===== src/rtl/accel_csr_pkg.sv =====
package accel_csr_pkg;
  localparam int WORD_W = 64;
  localparam int BE_W   = WORD_W / 8;

  // fixed control words (word index = byte offset / 8)
  localparam int IDX_BUSY  = 0;
  localparam int IDX_START = 1;
  localparam int IDX_IE    = 2;
  localparam int IDX_STAT  = 3;
  localparam int IDX_RET0  = 4;
endpackage


===== src/rtl/csr_word_reg.sv =====
module csr_word_reg #(
  parameter int WIDTH = 64
) (
  input  logic               clk_i,
  input  logic               rst_ni,
  input  logic               we_i,
  input  logic [WIDTH/8-1:0] be_i,
  input  logic [WIDTH-1:0]   wdata_i,
  output logic [WIDTH-1:0]   q_o
);
  localparam int NB = WIDTH / 8;

  for (genvar b = 0; b < NB; b++) begin : g_byte
    logic [7:0] byte_q;
    always_ff @(posedge clk_i or negedge rst_ni) begin
      if (!rst_ni)                byte_q <= '0;
      else if (we_i && be_i[b])   byte_q <= wdata_i[b*8 +: 8];
    end
    assign q_o[b*8 +: 8] = byte_q;

    p_be_mask_r8: assert property (@(posedge clk_i) disable iff (!rst_ni)
      !(we_i && be_i[b]) |=> $stable(q_o[b*8 +: 8]));
  end

  p_hold_r8: assert property (@(posedge clk_i) disable iff (!rst_ni)
    !we_i |=> $stable(q_o));
endmodule


===== src/rtl/call_ctrl.sv =====
module call_ctrl (
  input  logic clk_i,
  input  logic rst_ni,
  input  logic start_req_i,
  input  logic clr_req_i,
  input  logic ie_we_i,
  input  logic ie_d_i,
  input  logic core_ready_i,
  input  logic core_done_i,
  output logic busy_o,
  output logic done_o,
  output logic stat_o,
  output logic ie_o,
  output logic irq_o,
  output logic core_start_o,
  output logic cap_o
);
  logic busy_q, done_q, stat_q, ie_q, start_q;
  logic accept;

  assign accept = start_req_i && !busy_q && core_ready_i;
  assign cap_o  = busy_q && core_done_i;

  always_ff @(posedge clk_i or negedge rst_ni) begin
    if (!rst_ni) begin
      busy_q  <= 1'b0;
      done_q  <= 1'b0;
      stat_q  <= 1'b0;
      ie_q    <= 1'b0;
      start_q <= 1'b0;
    end else begin
      start_q <= accept;
      if (accept) begin
        busy_q <= 1'b1;
        done_q <= 1'b0;
      end else if (cap_o) begin
        busy_q <= 1'b0;
        done_q <= 1'b1;
      end
      // completion beats a same-cycle clear
      if (cap_o)          stat_q <= 1'b1;
      else if (clr_req_i) stat_q <= 1'b0;
      if (ie_we_i) ie_q <= ie_d_i;
    end
  end

  assign busy_o       = busy_q || !core_ready_i;
  assign done_o       = done_q;
  assign stat_o       = stat_q;
  assign ie_o         = ie_q;
  assign irq_o        = ie_q && stat_q;
  assign core_start_o = start_q;

  p_start_pulse_r3: assert property (@(posedge clk_i) disable iff (!rst_ni)
    core_start_o |=> !core_start_o);
  p_start_busy_r3: assert property (@(posedge clk_i) disable iff (!rst_ni)
    core_start_o |-> busy_q && !done_q);
  p_no_restart_r4: assert property (@(posedge clk_i) disable iff (!rst_ni)
    busy_q && !cap_o |=> !core_start_o);
  p_complete_r5: assert property (@(posedge clk_i) disable iff (!rst_ni)
    cap_o |=> !busy_q && done_q && stat_q);
  p_stat_sticky_r6: assert property (@(posedge clk_i) disable iff (!rst_ni)
    stat_q && !clr_req_i |=> stat_q);
  p_clr_r7: assert property (@(posedge clk_i) disable iff (!rst_ni)
    clr_req_i && !cap_o |=> !stat_q);
endmodule


===== src/rtl/accel_call_regs.sv =====
module accel_call_regs
  import accel_csr_pkg::*;
#(
  parameter int ADDR_W  = 8,
  parameter int ARG_A_W = 32,
  parameter int ARG_B_W = 192,
  parameter int ARG_C_W = 64,
  parameter int ARG_D_W = 8,
  parameter int RET_W   = 192
) (
  input  logic               clk_i,
  input  logic               rst_ni,
  input  logic               bus_wr_i,
  input  logic               bus_rd_i,
  input  logic [ADDR_W-1:0]  bus_addr_i,
  input  logic [63:0]        bus_wdata_i,
  input  logic [7:0]         bus_be_i,
  output logic [63:0]        bus_rdata_o,
  output logic               core_start_o,
  input  logic               core_ready_i,
  input  logic               core_done_i,
  input  logic [RET_W-1:0]   core_result_i,
  output logic [ARG_A_W-1:0] arg_a_o,
  output logic [ARG_B_W-1:0] arg_b_o,
  output logic [ARG_C_W-1:0] arg_c_o,
  output logic [ARG_D_W-1:0] arg_d_o,
  output logic               irq_o
);
  localparam int IDX_W     = ADDR_W - 3;
  localparam int RET_WORDS = RET_W / WORD_W;
  localparam int B_WORDS   = ARG_B_W / WORD_W;
  localparam int IDX_A     = IDX_RET0 + RET_WORDS;
  localparam int IDX_B     = IDX_A + 1;
  localparam int IDX_C     = IDX_B + B_WORDS;
  localparam int IDX_D     = IDX_C + 1;
  localparam int N_REGS    = IDX_D + 1;

  logic [IDX_W-1:0]  idx;
  logic              aligned;
  logic [N_REGS-1:0] sel;

  assign idx     = bus_addr_i[ADDR_W-1:3];
  assign aligned = (bus_addr_i[2:0] == 3'd0);

  always_comb begin
    sel = '0;
    for (int i = 0; i < N_REGS; i++)
      sel[i] = aligned && (idx == IDX_W'(i));
  end

  // control
  logic busy, done, stat, ie, cap;
  logic start_req, clr_req, ie_we;

  assign start_req = bus_wr_i && sel[IDX_START] && bus_be_i[0] && bus_wdata_i[0];
  assign clr_req   = bus_wr_i && sel[IDX_STAT]  && bus_be_i[0] && bus_wdata_i[0];
  assign ie_we     = bus_wr_i && sel[IDX_IE]    && bus_be_i[0];

  call_ctrl u_ctrl (
    .clk_i        (clk_i),
    .rst_ni       (rst_ni),
    .start_req_i  (start_req),
    .clr_req_i    (clr_req),
    .ie_we_i      (ie_we),
    .ie_d_i       (bus_wdata_i[0]),
    .core_ready_i (core_ready_i),
    .core_done_i  (core_done_i),
    .busy_o       (busy),
    .done_o       (done),
    .stat_o       (stat),
    .ie_o         (ie),
    .irq_o        (irq_o),
    .core_start_o (core_start_o),
    .cap_o        (cap)
  );

  // argument words
  csr_word_reg #(.WIDTH(ARG_A_W)) u_arg_a (
    .clk_i (clk_i), .rst_ni (rst_ni),
    .we_i  (bus_wr_i && sel[IDX_A]),
    .be_i  (bus_be_i[ARG_A_W/8-1:0]),
    .wdata_i (bus_wdata_i[ARG_A_W-1:0]),
    .q_o   (arg_a_o)
  );

  for (genvar w = 0; w < B_WORDS; w++) begin : g_arg_b
    csr_word_reg #(.WIDTH(WORD_W)) u_word (
      .clk_i (clk_i), .rst_ni (rst_ni),
      .we_i  (bus_wr_i && sel[IDX_B + w]),
      .be_i  (bus_be_i),
      .wdata_i (bus_wdata_i),
      .q_o   (arg_b_o[w*WORD_W +: WORD_W])
    );
  end

  csr_word_reg #(.WIDTH(ARG_C_W)) u_arg_c (
    .clk_i (clk_i), .rst_ni (rst_ni),
    .we_i  (bus_wr_i && sel[IDX_C]),
    .be_i  (bus_be_i[ARG_C_W/8-1:0]),
    .wdata_i (bus_wdata_i[ARG_C_W-1:0]),
    .q_o   (arg_c_o)
  );

  csr_word_reg #(.WIDTH(ARG_D_W)) u_arg_d (
    .clk_i (clk_i), .rst_ni (rst_ni),
    .we_i  (bus_wr_i && sel[IDX_D]),
    .be_i  (bus_be_i[ARG_D_W/8-1:0]),
    .wdata_i (bus_wdata_i[ARG_D_W-1:0]),
    .q_o   (arg_d_o)
  );

  // return value capture
  logic [RET_W-1:0] ret_q;
  always_ff @(posedge clk_i or negedge rst_ni) begin
    if (!rst_ni)  ret_q <= '0;
    else if (cap) ret_q <= core_result_i;
  end

  p_capture_r5: assert property (@(posedge clk_i) disable iff (!rst_ni)
    cap |=> ret_q == $past(core_result_i));
  p_ret_hold_r5: assert property (@(posedge clk_i) disable iff (!rst_ni)
    !cap |=> $stable(ret_q));

  // read mux
  logic [63:0] rd_word;
  always_comb begin
    rd_word = '0;
    if (sel[IDX_BUSY]) rd_word[0]   = busy;
    if (sel[IDX_IE])   rd_word[0]   = ie;
    if (sel[IDX_STAT]) rd_word[1:0] = {done, stat};
    for (int i = 0; i < RET_WORDS; i++)
      if (sel[IDX_RET0 + i]) rd_word = ret_q[i*WORD_W +: WORD_W];
    if (sel[IDX_A]) rd_word[ARG_A_W-1:0] = arg_a_o;
    for (int i = 0; i < B_WORDS; i++)
      if (sel[IDX_B + i]) rd_word = arg_b_o[i*WORD_W +: WORD_W];
    if (sel[IDX_C]) rd_word[ARG_C_W-1:0] = arg_c_o;
    if (sel[IDX_D]) rd_word[ARG_D_W-1:0] = arg_d_o;
  end

  assign bus_rdata_o = bus_rd_i ? rd_word : '0;

  p_rd_onehot_r9: assert property (@(posedge clk_i) disable iff (!rst_ni)
    $onehot0(sel));
endmodule


===== config.mk =====
export PLATFORM = sky130hd
export DESIGN_NAME = accel_call_regs
export DESIGN_NICKNAME = d
export VERILOG_FILES = /design/src/rtl/accel_csr_pkg.sv /design/src/rtl/csr_word_reg.sv /design/src/rtl/call_ctrl.sv /design/src/rtl/accel_call_regs.sv
export SDC_FILE = /design/constraint.sdc
export NUM_CORES = 1
export LEC_CHECK = 0
export ABC_AREA = 1
export BUFFER_PORTS_ARGS = -buffer_cell sky130_fd_sc_hd__buf_2
export CAP_MARGIN = 10
export CORE_AREA = 2 2 247 249
export CTS_BUF_LIST = sky130_fd_sc_hd__clkbuf_16
export DETAILED_ROUTE_END_ITERATION = 6
export DIE_AREA = 0 0 249 251
export SLEW_MARGIN = 0
export SYNTH_ARGS = -nofsm -noshare
export SYNTH_HDL_FRONTEND = slang
export SYNTH_SLANG_ARGS = --single-unit

===== constraint.sdc =====
create_clock -name clk_i -period 2.1 [get_ports clk_i]
set_input_delay 0.21 -clock clk_i [delete_from_list [all_inputs] [get_ports clk_i]]
set_output_delay 0.21 -clock clk_i [all_outputs]
set_load 0.005 [all_outputs]

## Word-level counts from Yosys, hierarchy flattened

Index checks and enable logic that the tools add are counted.
Widths: inputs -> output; s select.

- Flip-flop bits (word level): 493
- Input port bits: 278
- Output and inout bits: 362
- Word-level logic and storage cells: 149

- Eq/ne operators: 12
- Mux-type cells: 19
- Reduce and logical (&&, ||, !) cells: 75

Operators by type and width:

| operator | count |
|---|---|
| $mux 64 | 8 |
| $logic_and 1x1->1 | 68 |
| $mux 32 | 1 |
| $eq 5x4->1 const B | 5 |
| $eq 5x3->1 const B | 4 |
| $eq 5x2->1 const B | 2 |
| $mux 1 | 8 |
| $mux 8 | 1 |
| $eq 5x1->1 const B | 1 |
| $logic_not 5->1 | 1 |
| $reduce_bool 2->1 | 2 |
| $logic_not 3->1 | 1 |
| $logic_not 1->1 | 2 |
| $mux 2 | 1 |
| $logic_or 1x1->1 | 1 |

## Longest topological paths before layout

- Word-level depth: 15
- Depth in mapped cells: 13

## Hierarchy

Synthesis repeated with hierarchy kept, for this count alone.

- Cell total of the unflattened synthesis: 2855
- Area, all modules: 24069.3 µm²

Modules (own cells, without submodules):

| module | instances | cells each | area each (µm²) | seq. area each (µm²) |
|---|---|---|---|---|
| accel_call_regs | 1 | 1537 | 11242.0 | 4804.6 |
| csr_word_reg (g_arg_b[0].u_word ...) | 4 | 280 | 2747.6 | 1601.5 |
| csr_word_reg (u_arg_a) | 1 | 140 | 1291.2 | 800.8 |
| csr_word_reg (u_arg_d) | 1 | 35 | 342.8 | 200.2 |
| call_ctrl | 1 | 23 | 202.7 | 125.1 |

## Least setup slack after synthesis

No wires, ideal clock.

- Kind: input port to output port
- From: in bus_addr_i[1]
- To: out bus_rdata_o[61]
- Data arrival time: 1426 ps
- Data required time: 1890 ps
- Setup slack: 464 ps
- Stages on the path: 12
- Buffers on the path: 3
- Cells stage by stage: nor2_4 -> nand2_4 -> nor2_2 -> buf_6 -> nand2_8 -> inv_2 -> buf_6 -> buf_6 -> a21oi_1 -> nand4_1 -> o211ai_1 -> inv_1

- Word-level cells in the longest chain between the ends: 10
- Elaborated cells between the ends (all ways): 16
- Those cells by class: mux: 8; reduce/logical: 8

RTL lines:

| item | line | RTL |
|---|---|---|
| start, declared | accel_call_regs.sv:15 | `input logic [ADDR_W-1:0] bus_addr_i,` |
| $logic_not 3->1 * | accel_call_regs.sv:43 | `assign aligned = (bus_addr_i[2:0] == 3'd0);` |
| $logic_and 1x1->1 | accel_call_regs.sv:48 | `sel[i] = aligned && (idx == IDX_W'(i));` |
| $mux 64 (3 in a row) | accel_call_regs.sv:132 | `if (sel[IDX_RET0 + i]) rd_word = ret_q[i*WORD_W +: WORD_W];` |
| $mux 64 (3 in a row) | accel_call_regs.sv:135 | `if (sel[IDX_B + i]) rd_word = arg_b_o[i*WORD_W +: WORD_W];` |
| $mux 64 * | accel_call_regs.sv:136 | `if (sel[IDX_C]) rd_word[ARG_C_W-1:0] = arg_c_o;` |
| $mux 64 * | accel_call_regs.sv:140 | `assign bus_rdata_o = bus_rd_i ? rd_word : '0;` |
| end, declared | accel_call_regs.sv:18 | `output logic [63:0] bus_rdata_o,` |

Mark *: on every way between the ends. The rest lies on a longest branch, timed or not.

## Worst setup path after layout

- From: reg u_ctrl.busy_q
- To: out bus_rdata_o[0]

- Word-level cells in the longest chain between the ends: 14

RTL lines:

| item | line | RTL |
|---|---|---|
| start, declared | call_ctrl.sv:18 | `logic busy_q, done_q, stat_q, ie_q, start_q;` |
| start signal, assigned | call_ctrl.sv:26 | `busy_q <= 1'b0;` |
| start signal, assigned | call_ctrl.sv:34 | `busy_q <= 1'b1;` |
| start signal, assigned | call_ctrl.sv:37 | `busy_q <= 1'b0;` |
| $logic_or 1x1->1 | call_ctrl.sv:47 | `assign busy_o = busy_q \|\| !core_ready_i;` |
| $mux 1 | accel_call_regs.sv:128 | `if (sel[IDX_BUSY]) rd_word[0] = busy;` |
| $mux 1 | accel_call_regs.sv:129 | `if (sel[IDX_IE]) rd_word[0] = ie;` |
| $mux 2 | accel_call_regs.sv:130 | `if (sel[IDX_STAT]) rd_word[1:0] = {done, stat};` |
| $mux 64 (3 in a row) | accel_call_regs.sv:132 |  |
| $mux 32 | accel_call_regs.sv:133 | `if (sel[IDX_A]) rd_word[ARG_A_W-1:0] = arg_a_o;` |
| $mux 64 (3 in a row) | accel_call_regs.sv:135 |  |
| $mux 64 | accel_call_regs.sv:136 |  |
| $mux 8 | accel_call_regs.sv:137 | `if (sel[IDX_D]) rd_word[ARG_D_W-1:0] = arg_d_o;` |
| $mux 64 | accel_call_regs.sv:140 |  |

Every way passes these cells.

==> impl_metrics.json <==
{
  "start_kind": "flip-flop",
  "setup_ws_ps": -284,
  "internal_power_mw": 16.3,
  "cts_num_sinks": 493,
  "gp_congestion": 0.950,
  "n_fill_cell": 5123,
  "rows": 90,
  "viasPerCell": 5.29,
  "postLayoutCellArea_sq_um": 33900,
  "synth.top_cell.area_share": 0.554,
  "ys_ff_latch": 493,
  "ios": 640,
  "cellLeakagePower_nw": 17.7,
  "chipWidth_um": 249,
  "synthTopCellsByCount": "605 x nand2_1, 493 x dfrtp_1, 207 x o21ai_1",
  "start_util": 0.373,
  "whs_path_depth": 3,
  "gr-total-overflow": 0,
  "nets": 3626,
  "drc": 6,
  "hp-start": "bus_be_i[7]",
  "syn_nets": 2587,
  "antenna_found_initial": 24,
  "hold_class": "primary input to flip-flop",
  "critPathKind": "flip-flop to output pin",
  "p_clk_frac": 0.434,
  "slew_viol_final": 0,
  "dr_total_vias": 22200,
  "synthTopCellsByArea": "dfrtp_1 55%, nand2_1 10%, mux2_2 9.7%",
  "dieArea_sq_um": 62500,
  "power_frac_seq": 0.475,
  "rsz0062_at_grt": "true",
  "synthArstFlopShare": 1.00,
  "worstPathMaxFanout": 2,
  "cp.arrival_ps": 2170,
  "layout-drive-gt1-share": 0.397,
  "synthMostInstantiatedCell": "nand2_1",
  "switchingPower_mw": 5.55,
  "r2r_start": "u_ctrl.busy_q",
  "hold_viol": 0,
  "path_clk_slew_ps": 60,
  "synth_ff_type": "dfrtp_1",
  "power_density_nw_per_um2": 643,
  "wl_per_cell_um": 23.2,
  "violations": "DRC, setup timing",
  "relSlewSlack": 0.637,
  "h-tree-depth": 2,
  "worstSetupEndpointType": "output pin",
  "dp.final_hpwl_um": 66200,
  "synth_edf_count": 0,
  "min_period_over_period": 1.14,
  "startpoint": "u_ctrl.busy_q",
  "max_clock_freq_mhz": 419,
  "comb_power_share": 0.091,
  "setup_violations": 64,
  "ir_drop_v": 0.000631,
  "area_growth_pct": 52.3,
  "grt_max_degree": 71,
  "crit_slowest_cell": "dfrtp_1",
  "cts_made_buffers": 56,
  "cp_cell_sequence": "nor2_2, nor2_1, nand2_1, nand2_1, nor2_2, nand4_1, nand2_1, nand4_1, nor2_1, nor2_1, buf_2",
  "synthDistinctLibCells": 31,
  "status": "finished, violations left",
  "cap_violations": 0,
  "p_sw_frac": 0.255,
  "syn-instance-count": 2309,
  "cp.required_ps": 1890,
  "grt_pass1_wl_um": 140000,
  "drt-initial-drc-count": 1995,
  "core-area_sq_um": 59800,
  "worst_pin_slew_ps": 544,
  "slowest_delay_ps": 380,
  "wirelength_um": 97400,
  "grt_use_total": 0.297,
  "avgSynthCellArea_sq_um": 9.65,
  "ant_nets": 0,
  "clock_path_buffers": 3,
  "worstSkewPairLatency_ps": 640,
  "yosys.area.top_type": "dfrtp_1",
  "period_minus_slack_ps": 2380,
  "rr_worst_depth": 5,
  "ys_warn_count": 0,
  "port_buffers": 639,
  "placed_cell_area_sq_um": 27500,
  "power_mw": 21.8,
  "clock_skew_ps": 29.9,
  "ys_seq_area_frac": 0.554,
  "cts-root-buf": "clkbuf_16",
  "grt_pass1_vias": 21900,
  "cts_tree": "yes",
  "die_h_um": 251,
  "dr.pass1.iters": 7,
  "syn-cell-area_sq_um": 22300
}
## per-stage QoR
stage | utilization | setup slack (ps) | hold WS [ps] | TNS [ps] | std cells
2_1_floorplan | - | 464 | -85.6 | 0 | 2309
3_3_place_gp | 0.459 | -193 | 151 | -13640 | 3738
3_5_place_dp | 0.459 | -209 | 153 | -15930 | 3738
4_1_cts | 0.560 | -349 | 0.640 | -9440 | 4164
5_1_grt | 0.567 | -403 | 39.0 | -14820 | 4188
6_report | 0.567 | -284 | 42.4 | -8160 | 4192
## routing by layer
| metal | wire (um) | vias up | global-route usage |
|---|---|---|---|
| met2 | 47200 | 1126 | 0.500 |
| met1 | 37900 | 10800 | 0.376 |
| met5 | 120 | - | 0 |
| met4 | 4260 | 18 | 0.120 |
| met3 | 7930 | 279 | 0.0583 |
| li1 | - | 9902 | - |
## logic make-up (layout without fill, tap and decap cells)
family | after synthesis | count (layout) | synth area share
AOI/OAI and AO/OA | 473 | 473 | 0.119
buffers and inverters | 284 | 1367 | 0.0543
DFF | 493 | 493 | 0.554
muxes | 191 | 191 | 0.0965
other | 0 | 17 | 0
and+or+nand+nor | 868 | 869 | 0.176
## flip-flops by register name (all words and copies together), names as in the netlist, 8 cells and up
name / cells
u_arg_c.g_byte.byte_q: 64
u_arg_d.q_o: 8
u_arg_a.g_byte.byte_q: 32
ret_q: 192
g_arg_b.u_word.g_byte.byte_q: 192
## layout make-up
cell class              count  area, sq um  area share
diodes                     17         42.5     0.00125
clock buffers              56         1400      0.0413
clock inverters            47          342      0.0101
inverters                 155          624      0.0184
multi-input cells        1533         9330       0.275
repair buffers           1108         8860       0.261
flip-flops and latches    493        12300       0.364
well taps                 782          978      0.0288
repair inverters            1         7.51    0.000221
## critical path: cells and delay by family, from the launching register on
kind / cells / cell delay (ps)
buffers and inverters: 1 / 120
DFF: 1 / 380
and+or+nand+nor: 10 / 1030
## power groups by stage
stage | logic [mW] | clock network, mW | registers [mW]
3_5_place_dp | 1.52 | 0 | 10.5
2_1_floorplan | 0.582 | 0 | 10.4
3_3_place_gp | 1.49 | 0 | 10.5
5_1_grt | 2.16 | 9.99 | 10.4
6_report | 2.00 | 9.46 | 10.4
4_1_cts | 1.98 | 9.61 | 10.3
## path summary, 6_finish.rpt
check                      slack [ps]                           to
max                              -280               bus_rdata_o[0]
min                                40  u_arg_c.g_byte[7].byte_q[5]
max reg2reg                       160                u_ctrl.busy_q
min reg2reg                       500                   ret_q[170]
max in group asynchronous        1220                   ret_q[126]
min in group asynchronous         100                u_ctrl.done_o
## placed cells by master (no fill, tap or decap), drive strengths merged, types with 19 or more instances in the layout
master,synthesis,routed
dlygate4sd3,0,262
nor2,37,37
inv,155,165
or2,19,19
dfrtp,493,493
o21ai,359,359
nand3,95,95
nand2,628,629
clkbuf,47,63
a21oi,70,70
nand4,82,82
mux2,191,191
clkinv,0,29
buf,82,839
o211ai,42,42
## repair_timing
item                                    CTS  global route
gates resized for setup                 181           106
endpoints found under the setup margin   64            64
endpoints found under the hold margin   859             0
cloned                                   22            10
setup buffers                            39            20
pin swaps                                67            66
hold buffers                            262             0
No activity file was read; power rests on OpenSTA's default activity.
